File: src/rtl/bus_size_adapter.sv
module bus_size_adapter #(
  parameter int ADDR_W = 32
) (
  input  logic              clk,
  input  logic              rst_n,
  input  logic              req_valid,
  output logic              req_ready,
  input  logic [ADDR_W-1:0] req_addr,
  input  logic              req_we,
  input  logic [31:0]       req_wdata,
  output logic              rsp_valid,
  output logic [31:0]       rsp_rdata,
  input  logic              bus_wide,
  input  logic              byte_le,
  output logic              ext_cyc,
  output logic [ADDR_W-1:0] ext_addr,
  output logic              ext_we,
  output logic [31:0]       ext_wdata,
  input  logic [31:0]       ext_rdata,
  input  logic              ext_ready
);

  typedef enum logic [1:0] {ST_IDLE, ST_FIRST, ST_SECOND} st_t;

  st_t               st;
  logic [ADDR_W-1:0] addr_q;
  logic              we_q;
  logic [31:0]       wd_q;
  logic              le_q;
  logic [15:0]       hold_q;
  logic [15:0]       half_out;
  logic [15:0]       lane_in;
  logic [31:0]       lane_out;

  assign req_ready = (st == ST_IDLE);
  assign ext_cyc   = (st != ST_IDLE);
  assign ext_we    = ext_cyc && we_q;
  assign ext_addr  = (st == ST_SECOND) ? addr_q + ADDR_W'(2) : addr_q;

  assign half_out  = ((st == ST_FIRST) == le_q) ? wd_q[15:0] : wd_q[31:16];
  assign lane_out  = le_q ? {16'h0, half_out} : {half_out, 16'h0};
  assign lane_in   = le_q ? ext_rdata[15:0] : ext_rdata[31:16];

  assign ext_wdata = !ext_cyc ? 32'h0 :
                     (st == ST_FIRST && bus_wide) ? wd_q : lane_out;

  always_ff @(posedge clk or negedge rst_n) begin
    if (!rst_n) begin
      st        <= ST_IDLE;
      addr_q    <= '0;
      we_q      <= 1'b0;
      wd_q      <= '0;
      le_q      <= 1'b1;
      hold_q    <= '0;
      rsp_valid <= 1'b0;
      rsp_rdata <= '0;
    end else begin
      rsp_valid <= 1'b0;
      case (st)
        ST_IDLE: if (req_valid) begin
          addr_q <= req_addr;
          we_q   <= req_we;
          wd_q   <= req_wdata;
          le_q   <= byte_le;
          st     <= ST_FIRST;
        end
        ST_FIRST: if (ext_ready) begin
          if (bus_wide) begin
            rsp_valid <= 1'b1;
            rsp_rdata <= ext_rdata;
            st        <= ST_IDLE;
          end else begin
            hold_q <= lane_in;
            st     <= ST_SECOND;
          end
        end
        ST_SECOND: if (ext_ready) begin
          rsp_valid <= 1'b1;
          rsp_rdata <= le_q ? {lane_in, hold_q} : {hold_q, lane_in};
          st        <= ST_IDLE;
        end
        default: st <= ST_IDLE;
      endcase
    end
  end

  AST_SECOND_FROM_FIRST: assert property (@(posedge clk) disable iff (!rst_n)
    (st == ST_SECOND && $past(st) != ST_SECOND) |-> $past(st == ST_FIRST && ext_ready && !bus_wide));
  AST_ADDR_STEP: assert property (@(posedge clk) disable iff (!rst_n)
    (st == ST_SECOND && $past(st) == ST_FIRST) |-> ext_addr == $past(ext_addr) + ADDR_W'(2));
  AST_HOLD_WAIT: assert property (@(posedge clk) disable iff (!rst_n)
    (ext_cyc && !ext_ready) |=> (ext_cyc && $stable(ext_addr) && $stable(ext_we)));
  AST_RSP_PULSE: assert property (@(posedge clk) disable iff (!rst_n)
    rsp_valid |=> !rsp_valid);
  AST_RSP_AFTER_ACK: assert property (@(posedge clk) disable iff (!rst_n)
    rsp_valid |-> $past(ext_cyc && ext_ready));
  AST_BUSY_NO_ACCEPT: assert property (@(posedge clk) disable iff (!rst_n)
    ext_cyc |-> !req_ready);
  AST_NARROW_LANE_LE: assert property (@(posedge clk) disable iff (!rst_n)
    (st == ST_SECOND && ext_we && le_q) |-> ext_wdata[31:16] == 16'h0);
  AST_NARROW_LANE_BE: assert property (@(posedge clk) disable iff (!rst_n)
    (st == ST_SECOND && ext_we && !le_q) |-> ext_wdata[15:0] == 16'h0);

endmodule

File: config.mk
export PLATFORM = sky130hd
export DESIGN_NAME = bus_size_adapter
export DESIGN_NICKNAME = d
export VERILOG_FILES = /design/src/rtl/bus_size_adapter.sv
export SDC_FILE = /design/constraint.sdc
export NUM_CORES = 1
export LEC_CHECK = 0
export ABC_AREA = 1
export CORE_UTILIZATION = 28
export CTS_CLUSTER_DIAMETER = 150
export DETAILED_ROUTE_END_ITERATION = 7
export PLACE_DENSITY = 0.48
export SYNTH_ARGS = -nofsm -noshare
export SYNTH_HDL_FRONTEND = slang
export SYNTH_SLANG_ARGS = --single-unit
export TNS_END_PERCENT = 30
File: constraint.sdc
create_clock -name clk -period 3.4 [get_ports clk]
set_clock_uncertainty 0.1 [all_clocks]
set_input_delay 0.51 -clock clk [delete_from_list [all_inputs] [get_ports clk]]
set_output_delay 0.51 -clock clk [all_outputs]
set_load 0.02 [all_outputs]
# Word level (Yosys, flattened, before mapping)
# Cells that the tools add are included.
# W data, S select, Z words.
totals:
  ff_bits: 117
  output_inout_bits: 100
  inputBits: 103
  elab_cells: 46
classes:
  n_eq_ne: 7
  n_mux: 20
  bitwise: 1
  n_reduce_logical: 9
  n_addsub: 1
ops:
  columns: ["operator", "n"]
  rows:
  - ["$mux W32", 8]
  - ["$pmux W32 S2", 1]
  - ["$add A32 B2 Y32 const B", 1]
  - ["$mux W16", 2]
  - ["$mux W2", 4]
  - ["$ne A2 B2 Y1 const B", 4]
  - ["$pmux W2 S3", 1]
  - ["$reduce_and A3 Y1", 2]
  - ["$reduce_and A4 Y1", 1]
  - ["$reduce_bool A2 Y1", 2]
  - ["$mux W1", 3]
  - ["$eq A2 B1 Y1 const B", 1]
  - ["$eq A2 B2 Y1 const B", 1]
  - ["$logic_and A1 B1 Y1", 2]
  - ["$logic_not A2 Y1", 1]
  - ["$pmux W1 S2", 1]
  - ["$reduce_and A2 Y1", 1]
  - ["$eq A1 B1 Y1", 1]
  - ["$not A1 Y1", 1]

# Logic depth before layout (Yosys ltp)
# Gate-level depths: netlist (run 1).
logic_depth:
  ltp_word: 6
  depth_mapped: 11
  mapped_depth_nobuf: 10

# Worst setup path before layout (run 1)
# Ideal clock, no wire load.
synth_path:
  kind: "reg2out"
  start: "register st[0]"
  end: "output ext_addr[23]"
  required_time_ns: 2.790
  t_arrival_ns: 1.653
  path_stages_with_launch: 10
  path_buffers: 1
  path_slack_ns: 1.137
  cell_sequence: "dfrtp_1 inv_1 ha_1 buf_2 nand3_1 inv_1 nand2_1 nor2_1 nand2_1 xnor2_1"
synth_between:
  elab_chain_len: 2
synth_rtl:
  columns: ["element", "line_no", "rtl"]
  rows:
  - ["from (decl)", "25", "st_t st;"]
  - ["from (signal assigned)", "49", "st <= ST_IDLE;"]
  - ["from (signal assigned)", "65", "st <= ST_FIRST;"]
  - ["from (signal assigned)", "71", "st <= ST_IDLE;"]
  - ["$eq A2 B2 Y1", "38", "assign ext_addr = (st == ST_SECOND) ? addr_q + ADDR_W'(2) : addr_q;"]
  - ["$mux W32", "38", null]
  - ["to (decl)", "16", "output logic [ADDR_W-1:0] ext_addr,"]
# Every way passes these cells.

# Final worst setup path (run 1)
layout_path:
  start: "register st[0]"
  end: "output ext_addr[22]"
# The elaborated chain is that of the path after synthesis.

==> results of run 1 <==
==> logic make-up after synthesis <==
family / synth area share, %
AOI/OAI and AO/OA: 14.6
xor gates and xnor gates: 2.88
adders and majority gates: 0.747
buffers and inverters: 9.66
DFF: 43.7
muxes: 4.04
and+or+nand+nor: 24.4
==> flip-flops by register name, summed over array words and instances, names as in the netlist <==
register and count:
rsp_valid 1, we_q 1, hold_q 16, rsp_rdata 32, wd_q 32, addr_q 32
le_q 1, st 2
==> cell type report <==
cell class              count  area share, %
clock buffers              23           5.01
inverters                 108           4.16
clock inverters             8           1.26
diodes                      1         0.0257
flip-flops and latches    117           30.1
well taps                 319           4.10
repair buffers            223           22.9
multi-input cells         618           32.4
==> Yosys cell counts, drive strengths merged (14+ instances only) <==
library cell / n
o21ai: 63
nand2: 212
a21oi: 81
inv: 108
clkbuf: 20
mux2: 24
nor2: 102
xor2: 14
nand4: 35
buf: 32
nand3: 26
dfrtp: 116
==> metrics by stage <==
step	TNS [ns]	utilization, %	total power (uW)	area, um^2	instances
4_1_cts	0	41.2	10100	9670	1416
3_5_place_dp	0	38.7	8250	9070	1385
2_1_floorplan	0	-	5900	6700	895
3_3_place_gp	0	38.7	8260	9070	1385
5_1_grt	-0.0501	41.5	10800	9740	1416
6_report	0	41.5	9990	9740	1417
==> per-layer routing <==
layer	vias to the layer above	part of all wire [%]	wire length, um	global-route usage, %
met4	2	2.1	458	7.00
met3	29	5.4	1180	4.26
met1	3077	47	10300	24.6
li1	3297	-	-	-
met5	-	0.046	10	0
met2	199	45	9920	28.8
==> power by group through the flow <==
stage | clock, uW | combinational, uW | sequential, uW
6_report | 1880 | 5490 | 2630
5_1_grt | 1990 | 6050 | 2730
4_1_cts | 1930 | 5580 | 2630
3_5_place_dp | 0 | 5600 | 2640
3_3_place_gp | 0 | 5600 | 2660
2_1_floorplan | 0 | 3200 | 2700
==> repair_timing <==
item                       4_1_cts  5_1_grt
setup endpoints to repair       24       27
resized for setup               12       23
hold buffers                     0        0
==> worst register-to-register path, delay by kind of cell (launching register included) <==
kind | cells | cell delay, ns
and+or+nand+nor | 2 | 0.66
DFF | 1 | 0.38
AOI/OAI and AO/OA | 1 | 0.05
adders and majority gates | 1 | 0.65
buffers and inverters | 2 | 0.51
==> worst min-delay path by stage <==
| stage | endpoint | slack (ns) | depth (start not counted) |
|---|---|---|---|
| after floorplan | addr_q[0] | 0.11 | 0 |
| after CTS | wd_q[19] | 0.06 | 1 |
| after global routing | wd_q[19] | 0.09 | 1 |
| after global placement | addr_q[0] | 0.40 | 1 |
| after detailed placement | addr_q[0] | 0.40 | 1 |
| final | wd_q[19] | 0.04 | 1 |
==> flow_summary.yaml, run 1 <==
run_status:
  status: "completed"
floorplan:
  die_y_um: 157
  coreArea_um2: 23500
  die-area_um2: 24500
  die_x_um: 157
  io_pins: 203
  rows: 56
  start_util_pct: 28.5
timing:
  fin_crit_ns: 3.27
  hold_slack_ns: 0.0354
  setup_viol: 0
  slew_viol_final: 0
  fin_crit_sh_pct: 96.2
  rsz0062_at_grt: "true"
  relSlewSlack_pct: 50.7
  setup_ws_ns: 0.128
  finalHoldViolCount: 0
  fmax_ghz: 0.306
  worstMarginPinSlew_ns: 0.739
clock_tree:
  clock_latency_ns: 0.41
  cts_buffers: 17
  clkSinkCount: 117
  root_buffer: "clkbuf_16"
  clk_pin_slew_ns: 0.06
  cts_tree: "yes"
  cts_buffer_depth: 2
  htree_num_levels: 4
  cts_setup_buffers: 0
grt:
  grt_pass1_vias: 6458
  gr-total-overflow: 0
  grt_pass1_wl_um: 34600
  grt_max_degree: 65
  antenna_found_initial: 2
  track_usage_pct: 18.4
setup_path:
  max_stage_delay_ns: 0.62
  cp_common_cell: "nor2_1"
  cp_num_buf_inv: 2
  crit_type: "reg2out"
  cpLargestDelayFamily: "buffers and inverters"
  cp.required_ns: 2.79
  reg2reg_slack_ns: 0.92
  r2r-end: "wd_q[0]"
  cp_cell_sequence: "inv_1, ha_2, nand3_1, nor2_1, nand2_1, nor2_1, xor2_1, clkdlybuf4s50_1"
  reg2regPathDepth: 6
  cp_max_fo: 6
  critPathLaunchType: "flop"
  arrival_ns: 2.66
  worstSetupEndpoint: "ext_addr[22]"
  cp_num_cells: 8
  worstSetupStartpoint: "st[0]"
  end_kind: "primary output"
  rr_startpoint: "st[0]"
  slowest_stage: "clkdlybuf4s50_1"
drt:
  num_vias: 6604
  drcViolationCount: 0
  dr.first_iter.drc_count: 356
  finalWirelength_um: 21800
  first_pass_iters: 4
  antenna_left: 0
  via_per_inst: 4.66
  wl_per_cell_um: 15.4
synth:
  synthArstFlopShare_pct: 100
  ys.flop_type: "dfrtp_1"
  ys_seq_area_share_pct: 43.7
  synth_top_area_cell: "dfrtp_1"
  synth-seq-cells: 117
  ys_warn_count: 0
  syn_avg_cell_area_um2: 7.48
  syn_inst: 895
  synth_cell_types: 29
  synth_edf_count: 0
  yosysTopAreaCellShare_pct: 43.3
  synth.area.top_cells: "dfrtp_1 (43%), nand2_1 (12%), a21oi_1 (6.1%)"
  synth.net_count: 1002
  synth_area_um2: 6700
placed_design:
  hpwl_um: 15600
  gp_congestion: 0.867
  port_buffers: 202
  pre_cts_ws_ns: 0.257
pwr:
  p_leak_uw: 0.00455
  pwr-share-comb_pct: 54.9
  p_per_area_nw_per_um2: 1030
  switching_share_pct: 44.1
  power_frac_clock_pct: 18.8
  ir_drop_mv: 0.424
  power_frac_seq_pct: 26.3
  p_int_uw: 5580
  switching_power_uw: 4410
cells_and_area:
  multi_input_area_um2: 3160
  drive_gt1_share_pct: 8.75
  final_common_cell: "nand2_1"
  seq_area_um2: 2930
  fillCellCount: 2411
  area_growth_pct: 45.4
  layout.nets: 1192
  final_cell_mix: "nand2_1 (211), clkdlybuf4s50_1 (172), dfrtp_1 (116)"
run:
  maxCapViolCount: 0
hold_path:
  hp-class: "in2async"
(Power assumes the default switching activity.)
==> run 2: changes to the inputs <==
--- a/config.mk
+++ b/config.mk
@@ -6,8 +6,10 @@
 export NUM_CORES = 1
 export LEC_CHECK = 0
 export ABC_AREA = 1
+export CAP_MARGIN = 20
 export CORE_UTILIZATION = 28
 export CTS_CLUSTER_DIAMETER = 150
+export CTS_CLUSTER_SIZE = 40
 export DETAILED_ROUTE_END_ITERATION = 7
 export PLACE_DENSITY = 0.48
 export SYNTH_ARGS = -nofsm -noshare
==> results of run 2 <==
The final DEF is identical to that of run 1; final timing and power are the same.
